### config.mk
export PLATFORM = sky130hd
export DESIGN_NAME = latched_addr_port
export DESIGN_NICKNAME = d
export VERILOG_FILES = /design/src/rtl/lap_pkg.sv /design/src/rtl/lap_addr_latch.sv /design/src/rtl/lap_reg_file.sv /design/src/rtl/lap_nibble_drv.sv /design/src/rtl/latched_addr_port.sv
export SDC_FILE = /design/constraint.sdc
export NUM_CORES = 1
export LEC_CHECK = 0
export ABC_AREA = 1
export CORE_ASPECT_RATIO = 1.4
export CORE_MARGIN = 4
export CORE_UTILIZATION = 47
export DETAILED_ROUTE_END_ITERATION = 8
export PLACE_DENSITY_LB_ADDON = 0.05
export SLEW_MARGIN = 5
export SYNTH_ARGS = -nofsm -noshare
export SYNTH_HDL_FRONTEND = slang
export SYNTH_SLANG_ARGS = --single-unit
### constraint.sdc
create_clock -name clk -period 3 [get_ports clk]
set_input_delay 0.9 -clock clk [delete_from_list [all_inputs] [get_ports clk]]
set_output_delay 0.9 -clock clk [all_outputs]
set_load 0.02 [all_outputs]
### src/rtl/lap_pkg.sv
package lap_pkg;
  localparam int NIB_W        = 4;
  localparam int PORT_W       = 8;
  localparam int NUM_PORTS    = 3;
  localparam int NIB_PER_PORT = PORT_W / NIB_W;
  localparam int NUM_NIB      = NUM_PORTS * NIB_PER_PORT;
  localparam int PIN_W        = NUM_PORTS * PORT_W;
  localparam int ADDR_W       = 16;
  localparam int SEL_W        = $clog2(ADDR_W / NIB_W);

  typedef enum logic [1:0] {
    BUS_MUX8    = 2'd0,
    BUS_NONMUX8 = 2'd1,
    BUS_PAGED   = 2'd2,
    BUS_EXT     = 2'd3
  } bus_mode_e;

  typedef enum logic [1:0] {
    REG_DOUT = 2'd0,
    REG_DIR  = 2'd1,
    REG_CTRL = 2'd2,
    REG_NONE = 2'd3
  } reg_kind_e;

  typedef struct packed {
    logic             valid;
    logic [SEL_W-1:0] sel;
  } nib_route_t;

  // nib: 0=E lo, 1=E hi, 2=F lo, 3=F hi, 4=G lo, 5=G hi
  function automatic nib_route_t route_nibble(bus_mode_e mode, int unsigned nib);
    nib_route_t r;
    r.valid = 1'b0;
    r.sel   = '0;
    unique case (mode)
      BUS_MUX8: begin
        r.valid = 1'b1;
        r.sel   = SEL_W'(nib % NIB_PER_PORT);
      end
      BUS_NONMUX8: begin
        r.valid = (nib >= 4);
        r.sel   = SEL_W'(nib - 4);
      end
      BUS_PAGED: begin
        r.valid = (nib >= 4);
        r.sel   = SEL_W'(nib - 2);
      end
      BUS_EXT: begin
        r.valid = (nib == 1) || (nib == 3) || (nib == 4);
        r.sel   = (nib == 4) ? SEL_W'(2) : SEL_W'(1);
      end
      default: r = '0;
    endcase
    return r;
  endfunction
endpackage

### src/rtl/lap_addr_latch.sv
module lap_addr_latch #(
  parameter int W = 16
) (
  input  logic         clk,
  input  logic         rst_n,
  input  logic         ale,
  input  logic [W-1:0] ad_in,
  output logic [W-1:0] addr_q
);
  logic [W-1:0] addr_d;

  always_comb begin
    addr_d = addr_q;
    if (ale) addr_d = ad_in;
  end

  always_ff @(posedge clk or negedge rst_n) begin
    if (!rst_n) addr_q <= '0;
    else        addr_q <= addr_d;
  end
endmodule

### src/rtl/lap_reg_file.sv
module lap_reg_file
  import lap_pkg::*;
(
  input  logic              clk,
  input  logic              rst_n,
  input  logic              wr_en,
  input  logic [1:0]        wr_port,
  input  logic [1:0]        wr_kind,
  input  logic [PORT_W-1:0] wr_data,
  output logic [PIN_W-1:0]  dout_q,
  output logic [PIN_W-1:0]  dir_q,
  output logic [PIN_W-1:0]  ctrl_q
);
  for (genvar p = 0; p < NUM_PORTS; p++) begin : g_port
    logic              hit;
    logic [PORT_W-1:0] dout_d, dir_d, ctrl_d;

    assign hit = wr_en && (wr_port == 2'(p));

    always_comb begin
      dout_d = dout_q[p*PORT_W +: PORT_W];
      dir_d  = dir_q [p*PORT_W +: PORT_W];
      ctrl_d = ctrl_q[p*PORT_W +: PORT_W];
      if (hit) begin
        unique case (reg_kind_e'(wr_kind))
          REG_DOUT: dout_d = wr_data;
          REG_DIR:  dir_d  = wr_data;
          REG_CTRL: ctrl_d = wr_data;
          default:  ;
        endcase
      end
    end

    always_ff @(posedge clk or negedge rst_n) begin
      if (!rst_n) begin
        dout_q[p*PORT_W +: PORT_W] <= '0;
        dir_q [p*PORT_W +: PORT_W] <= '0;
        ctrl_q[p*PORT_W +: PORT_W] <= '0;
      end else begin
        dout_q[p*PORT_W +: PORT_W] <= dout_d;
        dir_q [p*PORT_W +: PORT_W] <= dir_d;
        ctrl_q[p*PORT_W +: PORT_W] <= ctrl_d;
      end
    end
  end
endmodule

### src/rtl/lap_nibble_drv.sv
module lap_nibble_drv
  import lap_pkg::*;
(
  input  nib_route_t        route,
  input  logic [ADDR_W-1:0] addr,
  input  logic              oe,
  input  logic [NIB_W-1:0]  dout,
  input  logic [NIB_W-1:0]  dir,
  input  logic [NIB_W-1:0]  ctrl,
  output logic [NIB_W-1:0]  val,
  output logic [NIB_W-1:0]  drv
);
  logic [NIB_W-1:0] addr_nib;

  always_comb begin
    addr_nib = addr[{route.sel, 2'b00} +: NIB_W];
    if (route.valid) begin
      val = addr_nib;
      drv = {NIB_W{oe}} | (dir & ctrl);
    end else begin
      val = dout;
      drv = dir;
    end
  end
endmodule

### src/rtl/latched_addr_port.sv
module latched_addr_port
  import lap_pkg::*;
(
  input  logic                    clk,
  input  logic                    rst_n,
  input  logic [1:0]              bus_mode,
  input  logic                    ale,
  input  logic [lap_pkg::ADDR_W-1:0] ad_in,
  input  logic                    oe,
  input  logic                    f_data_mode,
  input  logic [lap_pkg::PORT_W-1:0] db_wdata,
  input  logic                    db_drive,
  output logic [lap_pkg::PORT_W-1:0] db_rdata,
  input  logic                    wr_en,
  input  logic [1:0]              wr_port,
  input  logic [1:0]              wr_kind,
  input  logic [lap_pkg::PORT_W-1:0] wr_data,
  input  logic [lap_pkg::PIN_W-1:0]  pin_in,
  output logic [lap_pkg::PIN_W-1:0]  pin_out,
  output logic [lap_pkg::PIN_W-1:0]  pin_oe,
  output logic [lap_pkg::PIN_W-1:0]  port_in_q
);
  localparam int F_LSB = PORT_W;

  logic [ADDR_W-1:0] addr_q;
  logic [PIN_W-1:0]  dout_q, dir_q, ctrl_q;
  logic [PIN_W-1:0]  nib_val, nib_drv;
  logic [PIN_W-1:0]  port_in_d;

  lap_addr_latch #(.W(ADDR_W)) u_latch (
    .clk    (clk),
    .rst_n  (rst_n),
    .ale    (ale),
    .ad_in  (ad_in),
    .addr_q (addr_q)
  );

  lap_reg_file u_regs (
    .clk     (clk),
    .rst_n   (rst_n),
    .wr_en   (wr_en),
    .wr_port (wr_port),
    .wr_kind (wr_kind),
    .wr_data (wr_data),
    .dout_q  (dout_q),
    .dir_q   (dir_q),
    .ctrl_q  (ctrl_q)
  );

  for (genvar n = 0; n < NUM_NIB; n++) begin : g_nib
    nib_route_t route;
    assign route = route_nibble(bus_mode_e'(bus_mode), n);

    lap_nibble_drv u_drv (
      .route (route),
      .addr  (addr_q),
      .oe    (oe),
      .dout  (dout_q[n*NIB_W +: NIB_W]),
      .dir   (dir_q [n*NIB_W +: NIB_W]),
      .ctrl  (ctrl_q[n*NIB_W +: NIB_W]),
      .val   (nib_val[n*NIB_W +: NIB_W]),
      .drv   (nib_drv[n*NIB_W +: NIB_W])
    );
  end

  // group F data port use overrides both general I/O and address output
  always_comb begin
    pin_out = nib_val;
    pin_oe  = nib_drv;
    if (f_data_mode) begin
      pin_out[F_LSB +: PORT_W] = db_wdata;
      pin_oe [F_LSB +: PORT_W] = {PORT_W{db_drive}};
    end
  end

  assign db_rdata  = pin_in[F_LSB +: PORT_W];
  assign port_in_d = pin_in;

  always_ff @(posedge clk or negedge rst_n) begin
    if (!rst_n) port_in_q <= '0;
    else        port_in_q <= port_in_d;
  end
endmodule

==> results of run 1 <==
-- cell families after synthesis --
family	Yosys count
and+or+nand+nor	194
DFF	108
muxes	8
buffers and inverters	69
adders and majority gates	7
AOI/OAI and AO/OA	144
-- worst max-delay path: cells and delay by family --
family	cells	cell delay, ps
buffers and inverters	5	690
AO/OA/AOI/OAI	2	250
adder cells (fa/ha/maj)	1	200
-- worst max path at each step --
stage	end	depth (start not counted)	from	slack, ps
2_1_floorplan	pin_out[10]	7	bus_mode[0]	50
3_3_place_gp	pin_out[12]	8	bus_mode[0]	-950
3_5_place_dp	pin_out[14]	8	bus_mode[0]	-970
4_1_cts	pin_oe[22]	8	bus_mode[0]	0.8
5_1_grt	pin_oe[14]	8	bus_mode[1]	20
6_report	pin_out[14]	8	bus_mode[0]	50
-- power by group through the flow --
stage	registers [mW]	clock network [mW]	logic, mW
after detailed placement	1.84	0	1.02
after floorplan	1.82	0	0.509
final	1.82	1.19	0.991
after global routing	1.85	1.27	1.09
after CTS	1.82	1.21	0.984
after global placement	1.83	0	1.00
-- timing repair --
action | in CTS | in global routing
buffers inserted | 1 | 1
pin swaps | 7 | 5
setup endpoints to repair | 48 | 36
gates resized for setup | 258 | 21
-- sequential cells by signal, summed over array words and instances, names as in the netlist --
register        flops
port_in_q          24
u_regs.ctrl_q      24
u_regs.dir_q       24
u_regs.dout_q      20
u_latch.addr_q     16
-- Yosys cell counts, types with 7 or more instances --
cell type / number
clkbuf_1: 7
nor2_1: 23
buf_4: 8
ha_1: 7
buf_2: 9
o21ai_0: 108
mux2_2: 8
a21oi_1: 24
o21a_1: 8
nand3_1: 28
dfrtp_1: 108
nand2_1: 140
inv_1: 40
-- final cells by class --
cell class                      count  share of cell area [%]
Sequential cell                   108                    39.5
Multi-Input combinational cell    353                    27.2
Timing Repair Buffer              183                    24.1
Clock buffer                       10                    3.50
Tap cell                          135                    2.47
Inverter                           40                    2.27
Clock inverter                      6                   0.970
-- placed cells by master (no fill, tap or decap), types with 7 or more instances in the layout --
| master | instances |
|---|---|
| nand3_2 | 7 |
| o21ai_1 | 15 |
| o21a_1 | 8 |
| o21ai_0 | 91 |
| buf_4 | 32 |
| mux2_2 | 8 |
| nand2_1 | 131 |
| nor2_1 | 21 |
| clkdlybuf4s50_1 | 96 |
| nand3_1 | 21 |
| dfrtp_1 | 108 |
| nand2_2 | 10 |
| inv_1 | 33 |
| buf_2 | 32 |
| a21oi_1 | 21 |
| buf_6 | 9 |
| clkbuf_16 | 9 |
-- routing by layer --
metal / wire length (um) / vias up
met5: 0 / -
met4: 592 / 0
met3: 1040 / 34
met2: 7380 / 169
met1: 5450 / 2040
li1: - / 2054
-- metrics by stage --
| step | power [mW] | cells | util (%) | setup slack, ps | cell area, um^2 |
|---|---|---|---|---|---|
| after detailed placement | 2.86 | 817 | 65.7 | -969 | 6510 |
| after CTS | 4.01 | 834 | 68.4 | 0.806 | 6770 |
| final | 4.00 | 835 | 69.1 | 52.8 | 6840 |
| after global placement | 2.83 | 817 | 65.7 | -955 | 6510 |
| after floorplan | 2.32 | 530 | - | 45.4 | 4750 |
| after global routing | 4.21 | 835 | 69.1 | 18.6 | 6840 |
==> run_summary.xml, run 1 <==
<?xml version="1.0" encoding="UTF-8"?>
<metrics>
  <group name="status">
    <metric name="run_status" unit="">finished, final reports clean</metric>
  </group>
  <group name="synth">
    <metric name="synth-warning-count" unit="">0</metric>
    <metric name="main_combinational_cell_family_by_area_after_synthesis" unit="">simple AND/OR/NAND/NOR gates</metric>
    <metric name="post_synth_xor_area_fraction" unit="%">0</metric>
    <metric name="netlist_top_cells_area" unit="">dfrtp_1, o21ai_0, nand2_1</metric>
    <metric name="synth_adder_area_share" unit="%">1.84</metric>
    <metric name="yosys.area.top_type_share" unit="%">56.9</metric>
    <metric name="ys_async_sr_fraction" unit="%">100</metric>
    <metric name="synth.ff_latch_count" unit="">108</metric>
    <metric name="postSynthCellCount" unit="">530</metric>
    <metric name="synth_fp_nets" unit="">606</metric>
    <metric name="ys_types" unit="">17</metric>
    <metric name="synth_edf_count" unit="">0</metric>
    <metric name="synth.cell_area" unit="mm^2">0.00475</metric>
    <metric name="synth_sequential_area_ratio" unit="%">56.9</metric>
    <metric name="largest_area_contributor_in_the_netlist" unit="">dfrtp_1</metric>
    <metric name="muxShareOfSynthArea" unit="%">1.90</metric>
    <metric name="yosys.area_share.simple" unit="%">16.4</metric>
    <metric name="post_synth.cell_area_avg" unit="um^2">8.96</metric>
    <metric name="synth_compound_gate_area_share" unit="%">15.8</metric>
    <metric name="ys_dominant_reg_cell" unit="">dfrtp_1</metric>
  </group>
  <group name="final_layout">
    <metric name="areaGrowthSynthToFinish" unit="%">43.9</metric>
    <metric name="filler_cells_inserted" unit="">846</metric>
    <metric name="drive_gt1_share" unit="%">20.9</metric>
    <metric name="multiInputGateArea" unit="mm^2">0.00186</metric>
    <metric name="design.final.nets" unit="">771</metric>
    <metric name="insertedDiodeCount" unit="">0</metric>
    <metric name="area.sequential" unit="mm^2">0.00270</metric>
  </group>
  <group name="routing">
    <metric name="avgViaCountPerCell" unit="">5.15</metric>
    <metric name="detail_route.drc_violations" unit="">0</metric>
    <metric name="drt_first_iter_violations" unit="">227</metric>
    <metric name="final_wl" unit="um">14500</metric>
    <metric name="detailroute.via_count" unit="">4297</metric>
    <metric name="routed_wire_length_per_instance" unit="um">17.3</metric>
    <metric name="dr.pass1.iters" unit="">5</metric>
    <metric name="detail-route-antenna-nets" unit="">0</metric>
  </group>
  <group name="pwr">
    <metric name="internal_power" unit="mW">2.73</metric>
    <metric name="sw_frac_of_total" unit="%">31.8</metric>
    <metric name="seqPwrFrac" unit="%">45.5</metric>
    <metric name="pwr-share-clk" unit="%">29.7</metric>
    <metric name="power.leakage" unit="nW">3.20</metric>
    <metric name="powerDensity" unit="mW/mm^2">585</metric>
    <metric name="worst_ir_drop_vdd" unit="V">0.000414</metric>
    <metric name="combPwrFrac" unit="%">24.8</metric>
    <metric name="p_switching" unit="mW">1.27</metric>
  </group>
  <group name="floorplanning">
    <metric name="core_region_area" unit="mm^2">0.00990</metric>
    <metric name="ioPinCount" unit="">149</metric>
    <metric name="core.rowCount" unit="">43</metric>
    <metric name="initial_core_util" unit="%">48.0</metric>
    <metric name="fp.dieArea" unit="mm^2">0.0118</metric>
    <metric name="die_w" unit="um">93.0</metric>
    <metric name="die_y" unit="um">127</metric>
  </group>
  <group name="global_routing">
    <metric name="grtUsageMet3" unit="%">6.82</metric>
    <metric name="grt_start_max_net_pins" unit="">50</metric>
    <metric name="globalRouteOverflowTotal" unit="">0</metric>
    <metric name="antenna_found_initial" unit="">0</metric>
    <metric name="grt_pass1_wl" unit="um">22800</metric>
    <metric name="grt-busiest-layer" unit="">met2</metric>
    <metric name="first_global_vias" unit="">4428</metric>
    <metric name="globalRouteTotalUtil" unit="%">25.2</metric>
    <metric name="use_met1" unit="%">29.1</metric>
    <metric name="grt_util_met2" unit="%">42.6</metric>
  </group>
  <group name="worst_setup_path">
    <metric name="setup.worst_path.class" unit="">in -&gt; out</metric>
    <metric name="internal_reg_to_reg_setup_slack" unit="ps">2110</metric>
    <metric name="data_required_time_of_the_worst_path" unit="ps">2100</metric>
    <metric name="arrival_time_reported_for_the_critical_path_endpoint" unit="ps">2050</metric>
    <metric name="timing.critical_path.to_type" unit="">primary output</metric>
    <metric name="path_cells" unit="">buf_2 -&gt; buf_6 -&gt; buf_4 -&gt; ha_2 -&gt; buf_4 -&gt; o211ai_1 -&gt; a21oi_1 -&gt; buf_2</metric>
    <metric name="number_of_cells_traversed_by_the_worst_register_to_register_path" unit="">1</metric>
    <metric name="critical_path.reg2reg.startpoint" unit="">u_latch.addr_q[7]</metric>
    <metric name="worst_path_largest_cell_delay" unit="ps">200</metric>
    <metric name="critical-path-slowest-cell" unit="">ha_2</metric>
    <metric name="r2r_end" unit="">u_latch.addr_q[7]</metric>
    <metric name="worstPathMaxFanout" unit="">4</metric>
    <metric name="start_kind" unit="">primary input</metric>
  </group>
  <group name="sta">
    <metric name="report.final.hold_viol_count" unit="">0</metric>
    <metric name="maxSlewHeadroom" unit="%">55.5</metric>
    <metric name="hold-worst-slack" unit="ps">488</metric>
    <metric name="post-route-period-util" unit="%">98.2</metric>
    <metric name="tightestPinTransition" unit="ps">668</metric>
    <metric name="final.setup.tns" unit="ps">0</metric>
    <metric name="finalMaxSlewViolations" unit="">0</metric>
    <metric name="rsz0062_at_grt" unit="">no</metric>
    <metric name="max_clock_freq" unit="MHz">339</metric>
    <metric name="setup-violations-final" unit="">0</metric>
    <metric name="post-route-min-period" unit="ps">2950</metric>
    <metric name="timing.clock.skew" unit="ps">0</metric>
  </group>
  <group name="placed_design">
    <metric name="dp.final_hpwl" unit="um">10700</metric>
    <metric name="gpl.final_weighted_congestion" unit="">0.944</metric>
    <metric name="numPortBuffers" unit="">148</metric>
  </group>
  <group name="clock_tree">
    <metric name="clock_sinks" unit="">108</metric>
    <metric name="clockBufferDepth" unit="">2</metric>
    <metric name="hold_buffers" unit="">0</metric>
    <metric name="clock_insertion_delay_worst_skew" unit="ps">350</metric>
    <metric name="cts_tree" unit="">yes</metric>
    <metric name="clock-root-buffer" unit="">clkbuf_16</metric>
    <metric name="h-tree-depth" unit="">3</metric>
    <metric name="cts_inserted_buffers" unit="">9</metric>
    <metric name="cts_clk_pin_slew_worst_paths" unit="ps">70</metric>
  </group>
  <group name="job">
    <metric name="timing.max_cap.violations" unit="">0</metric>
  </group>
  <group name="worst_hold_path">
    <metric name="hold-path-cell-count" unit="">2</metric>
    <metric name="hold_path_class" unit="">reg -&gt; reg</metric>
    <metric name="worstHoldEndpoint" unit="">u_regs.dout_q[3]</metric>
    <metric name="hp-start" unit="">u_regs.dout_q[3]</metric>
  </group>
</metrics>
Power figures use the tool's default switching activity.
==> run 2, diff against run 1 <==
Settings changed: CAP_MARGIN set to 40.
==> results of run 2 <==
No change in the layout: final DEF, timing and power equal those of run 1.
